## config.mk

```make
export PLATFORM = sky130hd
export DESIGN_NAME = fcmp_unit
export DESIGN_NICKNAME = d
export VERILOG_FILES = /design/src/rtl/fcmp_pkg.sv /design/src/rtl/fcmp_pred_dec.sv /design/src/rtl/fcmp_lane_cls.sv /design/src/rtl/fcmp_unit.sv
export SDC_FILE = /design/constraint.sdc
export NUM_CORES = 1
export LEC_CHECK = 0
export BUFFER_PORTS_ARGS = -buffer_cell sky130_fd_sc_hd__buf_2
export CAP_MARGIN = 10
export CORE_ASPECT_RATIO = 1.75
export CORE_MARGIN = 3
export CORE_UTILIZATION = 30
export DETAILED_ROUTE_END_ITERATION = 6
export PLACE_DENSITY = 0.55
export SLEW_MARGIN = 20
export SYNTH_ARGS = -nofsm -noshare
export SYNTH_HDL_FRONTEND = slang
export SYNTH_SLANG_ARGS = --single-unit
```

## constraint.sdc

```tcl
create_clock -name clk_i -period 2 [get_ports clk_i]
set_clock_uncertainty 0.15 [all_clocks]
set_input_delay 0.4 -clock clk_i [delete_from_list [all_inputs] [get_ports clk_i]]
set_output_delay 0.4 -clock clk_i [all_outputs]
set_load 0.05 [all_outputs]
```

## src/rtl/fcmp_pkg.sv

```systemverilog
package fcmp_pkg;
  typedef enum logic [1:0] {CLS_GT = 2'd0, CLS_LT = 2'd1, CLS_EQ = 2'd2, CLS_UN = 2'd3} cls_e;

  typedef struct packed {
    logic gt;
    logic lt;
    logic eq;
    logic un;
  } outc_t;

  function automatic logic pick(outc_t o, cls_e c);
    case (c)
      CLS_GT:  return o.gt;
      CLS_LT:  return o.lt;
      CLS_EQ:  return o.eq;
      default: return o.un;
    endcase
  endfunction
endpackage

```

## src/rtl/fcmp_pred_dec.sv

```systemverilog
module fcmp_pred_dec
  import fcmp_pkg::*;
#(
  parameter int IMM_W  = 8,
  parameter int USED_W = 5
) (
  input  logic [IMM_W-1:0] imm_i,
  output outc_t            outc_o,
  output logic             illegal_o
);
  logic [IMM_W-1:0] hi;
  outc_t base;

  assign hi        = imm_i >> USED_W;
  assign illegal_o = |hi;

  always_comb begin
    case (imm_i[2:0])
      3'd0: base = '{gt: 1'b0, lt: 1'b0, eq: 1'b1, un: 1'b0};
      3'd1: base = '{gt: 1'b0, lt: 1'b1, eq: 1'b0, un: 1'b0};
      3'd2: base = '{gt: 1'b0, lt: 1'b1, eq: 1'b1, un: 1'b0};
      3'd3: base = '{gt: 1'b0, lt: 1'b0, eq: 1'b0, un: 1'b1};
      3'd4: base = '{gt: 1'b1, lt: 1'b1, eq: 1'b0, un: 1'b1};
      3'd5: base = '{gt: 1'b1, lt: 1'b0, eq: 1'b1, un: 1'b1};
      3'd6: base = '{gt: 1'b1, lt: 1'b0, eq: 1'b0, un: 1'b1};
      default: base = '{gt: 1'b1, lt: 1'b1, eq: 1'b1, un: 1'b0};
    endcase
    outc_o    = base;
    // bit 3 flips the unordered outcome; bit 4 (quiet/signal) ignored
    outc_o.un = base.un ^ imm_i[3];
  end
endmodule

```

## src/rtl/fcmp_lane_cls.sv

```systemverilog
module fcmp_lane_cls
  import fcmp_pkg::*;
#(
  parameter int EXP_W = 8,
  parameter int MAN_W = 23,
  localparam int W    = 1 + EXP_W + MAN_W
) (
  input  logic [W-1:0] a_i,
  input  logic [W-1:0] b_i,
  output cls_e         cls_o
);
  logic         sa, sb, nan_a, nan_b, mag_lt;
  logic [W-2:0] mag_a, mag_b;

  assign sa     = a_i[W-1];
  assign sb     = b_i[W-1];
  assign mag_a  = a_i[W-2:0];
  assign mag_b  = b_i[W-2:0];
  assign nan_a  = (&a_i[W-2:MAN_W]) && (|a_i[MAN_W-1:0]);
  assign nan_b  = (&b_i[W-2:MAN_W]) && (|b_i[MAN_W-1:0]);
  assign mag_lt = mag_a < mag_b;

  always_comb begin
    if (nan_a || nan_b)                              cls_o = CLS_UN;
    else if ((mag_a == '0 && mag_b == '0) || a_i == b_i) cls_o = CLS_EQ;
    else if (sa != sb)                               cls_o = sa ? CLS_LT : CLS_GT;
    else if (sa)                                     cls_o = mag_lt ? CLS_GT : CLS_LT;
    else                                             cls_o = mag_lt ? CLS_LT : CLS_GT;
  end
endmodule

```

## src/rtl/fcmp_unit.sv

```systemverilog
module fcmp_unit
  import fcmp_pkg::*;
#(
  parameter int VEC_W = 128,
  parameter int IMM_W = 8
) (
  input  logic             clk_i,
  input  logic             rst_ni,
  input  logic             valid_i,
  input  logic [VEC_W-1:0] a_i,
  input  logic [VEC_W-1:0] b_i,
  input  logic [IMM_W-1:0] imm_i,
  input  logic             dbl_i,
  input  logic             scalar_i,
  output logic             valid_o,
  output logic [VEC_W-1:0] res_o,
  output logic             illegal_o
);
  localparam int SP_W = 32;
  localparam int DP_W = 64;
  localparam int SP_N = VEC_W / SP_W;
  localparam int DP_N = VEC_W / DP_W;

  outc_t            outc;
  logic             illegal;
  logic [VEC_W-1:0] sp_vec, dp_vec, res_d;

  fcmp_pred_dec #(.IMM_W(IMM_W), .USED_W(5)) u_dec (
    .imm_i    (imm_i),
    .outc_o   (outc),
    .illegal_o(illegal)
  );

  for (genvar g = 0; g < SP_N; g++) begin : g_sp
    cls_e cls;
    fcmp_lane_cls #(.EXP_W(8), .MAN_W(23)) u_cls (
      .a_i  (a_i[g*SP_W +: SP_W]),
      .b_i  (b_i[g*SP_W +: SP_W]),
      .cls_o(cls)
    );
    if (g == 0) begin : g_l0
      assign sp_vec[g*SP_W +: SP_W] = {SP_W{pick(outc, cls)}};
    end else begin : g_up
      assign sp_vec[g*SP_W +: SP_W] = scalar_i ? a_i[g*SP_W +: SP_W] : {SP_W{pick(outc, cls)}};
    end
  end

  for (genvar g = 0; g < DP_N; g++) begin : g_dp
    cls_e cls;
    fcmp_lane_cls #(.EXP_W(11), .MAN_W(52)) u_cls (
      .a_i  (a_i[g*DP_W +: DP_W]),
      .b_i  (b_i[g*DP_W +: DP_W]),
      .cls_o(cls)
    );
    if (g == 0) begin : g_l0
      assign dp_vec[g*DP_W +: DP_W] = {DP_W{pick(outc, cls)}};
    end else begin : g_up
      assign dp_vec[g*DP_W +: DP_W] = scalar_i ? a_i[g*DP_W +: DP_W] : {DP_W{pick(outc, cls)}};
    end
  end

  assign res_d = illegal ? '0 : (dbl_i ? dp_vec : sp_vec);

  always_ff @(posedge clk_i or negedge rst_ni) begin
    if (!rst_ni) begin
      valid_o   <= 1'b0;
      res_o     <= '0;
      illegal_o <= 1'b0;
    end else begin
      valid_o <= valid_i;
      if (valid_i) begin
        res_o     <= res_d;
        illegal_o <= illegal;
      end
    end
  end
endmodule

```

==> impl_metrics.csv <==
group,metric,value,unit
outcome,status,"finished with violations",
outcome,violations,"negative setup slack",
synth,synthMuxAreaShare,0.856,%
detailed_routing,finalWirelength,44600,um
floorplan,coreArea,31600,sq um
power,p_clk_share,24.2,%
synth,synthFlopType,"dfrtp_1",
timing,setup_ws,-1.08,ns
setup_path,path_class,"input pin to flip-flop",
floorplan,die_h,243,um
synth,synth_simple_gate_area_share,21.3,%
floorplan,ios,399,
timing,rsz0062_at_grt,"true",
timing,period_needed,3.08,ns
synth,postSynth.asyncResetShare,100,%
cells_and_area,regArea,2480,sq um
detailed_routing,ant_nets,0,
detailed_routing,vias,12000,
cells_and_area,area_growth,79.9,%
grt,grt_use_total,24.3,%
floorplan,start_util,30.5,%
power,leakagePower,8.16,nW
cells_and_area,layout_common_cells,"buf_2, buf_4, inv_1",
setup_path,start_kind,"input pin",
cts,cts-root-buf,"clkbuf_16",
hold_path,hp-class,"input pin to flip-flop",
cells_and_area,drive_above_1_share,54.4,%
synth,syn-num-nets,1609,
setup_path,critPathSlowestCell,"a221o_2",
cells_and_area,fill_cells,2943,
synth,synth.distinct_cells,70,
timing,slew_viol_final,0,
synth,synth.avg_cell_area,7.96,sq um
timing,tightest_slew,0.705,ns
synth,synth_xor_area_share,0.635,%
placement,dp_hpwl,34300,um
power,comb_power_share,46.4,%
floorplan,rows,86,
synth,synth-adder-area-share,16.6,%
synth,synth-seq-area-share,25.7,%
detailed_routing,firstDrtPassIters,5,
cts,cts.path.max_buffers,2,
cells_and_area,postLayoutCoreUtil,54.9,%
floorplan,die-area,34400,sq um
placement,port_buffers,397,
power,pwr-share-seq,29.4,%
power,report.power.total,7.35,mW
cts,cts_tree,"yes",
timing,hold_viol_final,0,
synth,synth_top_family_by_area,"compound AO/OA/AOI/OAI gates",
setup_path,critPathCaptureType,"flip-flop",
synth,netlist_instances,1212,
synth,synth-compound-area-share,23.5,%
detailed_routing,drt_iter0_markers,439,
grt,grt_pass1_wl,65900,um
cells_and_area,nets,2265,
setup_path,crit_arrival,3.19,ns
cells_and_area,multi_input_comb_area,8020,sq um
detailed_routing,drc,0,
detailed_routing,drt-wirelength-per-cell,19.6,um
timing,slew_headroom,53.0,%
placement,place_congestion,0.964,
power,power_per_cell_area,424,nW/um^2
cts,clock_sinks,99,
cells_and_area,layout_commonest_cell,"buf_2",
detailed_routing,avgViaCountPerCell,5.28,
floorplan,die_w,142,um
setup_path,path_cells,"buf_4 -> ha_4 -> nand4_1 -> buf_6 -> nor3_4 -> nand4_1 -> a21oi_2 -> nor2_1 -> a221o_2 -> and3_4 -> a2111oi_4 -> buf_6 -> buf_8 -> buf_12 -> buf_16 -> a31oi_4",
synth,synth_edf_count,0,
timing,max_freq,325,MHz
grt,grt_antenna_before_repair,4,
timing,tns,-99.72,ns
grt,grt_pass1_vias,12500,
cts,h-tree-depth,3,
synth,syn-cell-area,9650,sq um
cts,cts.reportedPaths.clkPinSlew,0.07,ns
power,p_sw,2.90,mW
grt,gr-total-overflow,0,
setup_path,slowest_delay,0.39,ns
timing,setup_viol,97,
grt,grt_max_degree,98,
setup_path,crit_fanout,6,
cts,clock_latency,0.37,ns
flow_run,cap_violations,0,
timing,period_share,154,%
synth,synth.ff_latch_count,99,
setup_path,worst_ep_required_time,2.11,ns
power,ir_drop,0.664,mV
power,p_int,4.45,mW
synth,ys_warn_count,0,
cts,numCtsBuffers,9,
power,swShare,39.4,%
==> critical path: cells and delay by family <==
family	cells	cell delay [ns]
AO/OA/AOI/OAI	4	0.95
AND/OR/NAND/NOR	5	0.74
adder cells (fa/ha/maj)	1	0.25
buffers and inverters	6	0.82
==> per-layer routing <==
layer  track usage [%]  wire length, um  vias up
li1                  -                -     5744
met5                 0                0        -
met4              13.1             2590        0
met2              48.2            25100      424
met1              23.4            14700     5707
met3              3.39             2230      125
==> final timing paths <==
path | startpoint | end | slack, ns | cells past startpoint
worst min register to register | res_o[70] | res_o[70] | 0.34 | 1
min in group asynchronous | rst_ni | res_o[80] | 0.34 | 2
worst max register to register | res_o[31] | res_o[31] | 0.94 | 1
max in group asynchronous | rst_ni | res_o[122] | 0.78 | 3
worst max-delay path | a_i[57] | res_o[32] | -1.08 | 16
worst min-delay path | a_i[67] | res_o[67] | 0.18 | 3
==> power by group through the flow <==
| stage | combinational, mW | clock (mW) | sequential (mW) |
|---|---|---|---|
| 5_1_grt | 3.67 | 1.89 | 2.18 |
| 3_5_place_dp | 2.84 | 0 | 2.20 |
| 6_report | 3.41 | 1.78 | 2.16 |
| 4_1_cts | 3.22 | 1.83 | 2.16 |
| 2_1_floorplan | 1.22 | 0 | 2.52 |
| 3_3_place_gp | 2.79 | 0 | 2.20 |
==> cells in the mapped netlist, types with 5 or more instances <==
library cell  number  area share [%]
mux2i_1            6            0.62
buf_4             35             2.7
nor2_1            68             2.6
o31ai_1            8            0.62
ha_1             128              17
nor4_1            62             4.0
clkbuf_1          33             1.3
nor3_1            34             1.8
a31oi_1            7            0.45
o32ai_1           33             3.0
nand3_1           22             1.1
a211oi_1           7            0.54
o211ai_1           5            0.39
o2bb2ai_1         32             2.9
o21ai_0           62             3.2
inv_1            169             6.6
a31oi_2           30             3.9
or3_1              5            0.32
and4_1             7            0.64
a21oi_1           95             4.9
nand4_1           54             3.5
buf_2              9            0.47
dfrtp_1           99              26
nand2_1          120             4.7
==> what timing repair did <==
item                                   in CTS  in global routing
cloned                                      8                  6
setup endpoints to repair                 129                 97
hold buffers                                1                  0
pin swaps                                  53                 40
gates resized for setup                   195                109
buffers inserted                           27                 13
endpoints found under the hold margin      27                  0
==> final cells by class <==
class / count / share of cell area [%]
Multi-Input combinational cell: 865 / 46.2
Sequential cell: 99 / 14.3
Clock inverter: 7 / 0.368
Inverter: 170 / 4.04
Antenna cell: 4 / 0.0577
Timing Repair Buffer: 723 / 30.9
Clock buffer: 9 / 1.30
Tap cell: 396 / 2.85
==> flip-flops by register name, summed over array words and instances (netlist names) <==
signal / count
res_o: 97
valid_o: 1
illegal_o: 1
==> stage by stage <==
| step | setup WS (ns) | cells | instance area (sq um) | hold WS, ns |
|---|---|---|---|---|
| 3_5_place_dp | -2.02 | 2204 | 14800 | 0.213 |
| 3_3_place_gp | -1.96 | 2204 | 14800 | 0.212 |
| 6_report | -1.08 | 2273 | 17400 | 0.183 |
| 5_1_grt | -1.17 | 2272 | 17400 | 0.190 |
| 2_1_floorplan | -0.992 | 1212 | 10600 | -0.0456 |
| 4_1_cts | -1.03 | 2254 | 16500 | 0.167 |
==> cells by family (layout without fill, tap and decap cells) <==
| family | Yosys count | count (layout) |
|---|---|---|
| buffers and inverters | 250 | 909 |
| adder cells (fa/ha/maj) | 128 | 128 |
| flip-flops | 99 | 99 |
| XOR/XNOR | 7 | 7 |
| AO/OA/AOI/OAI | 314 | 314 |
| AND/OR/NAND/NOR | 406 | 408 |
| other | 0 | 4 |
| multiplexers | 8 | 8 |
Note: power is estimated with default switching activity, not from simulation.
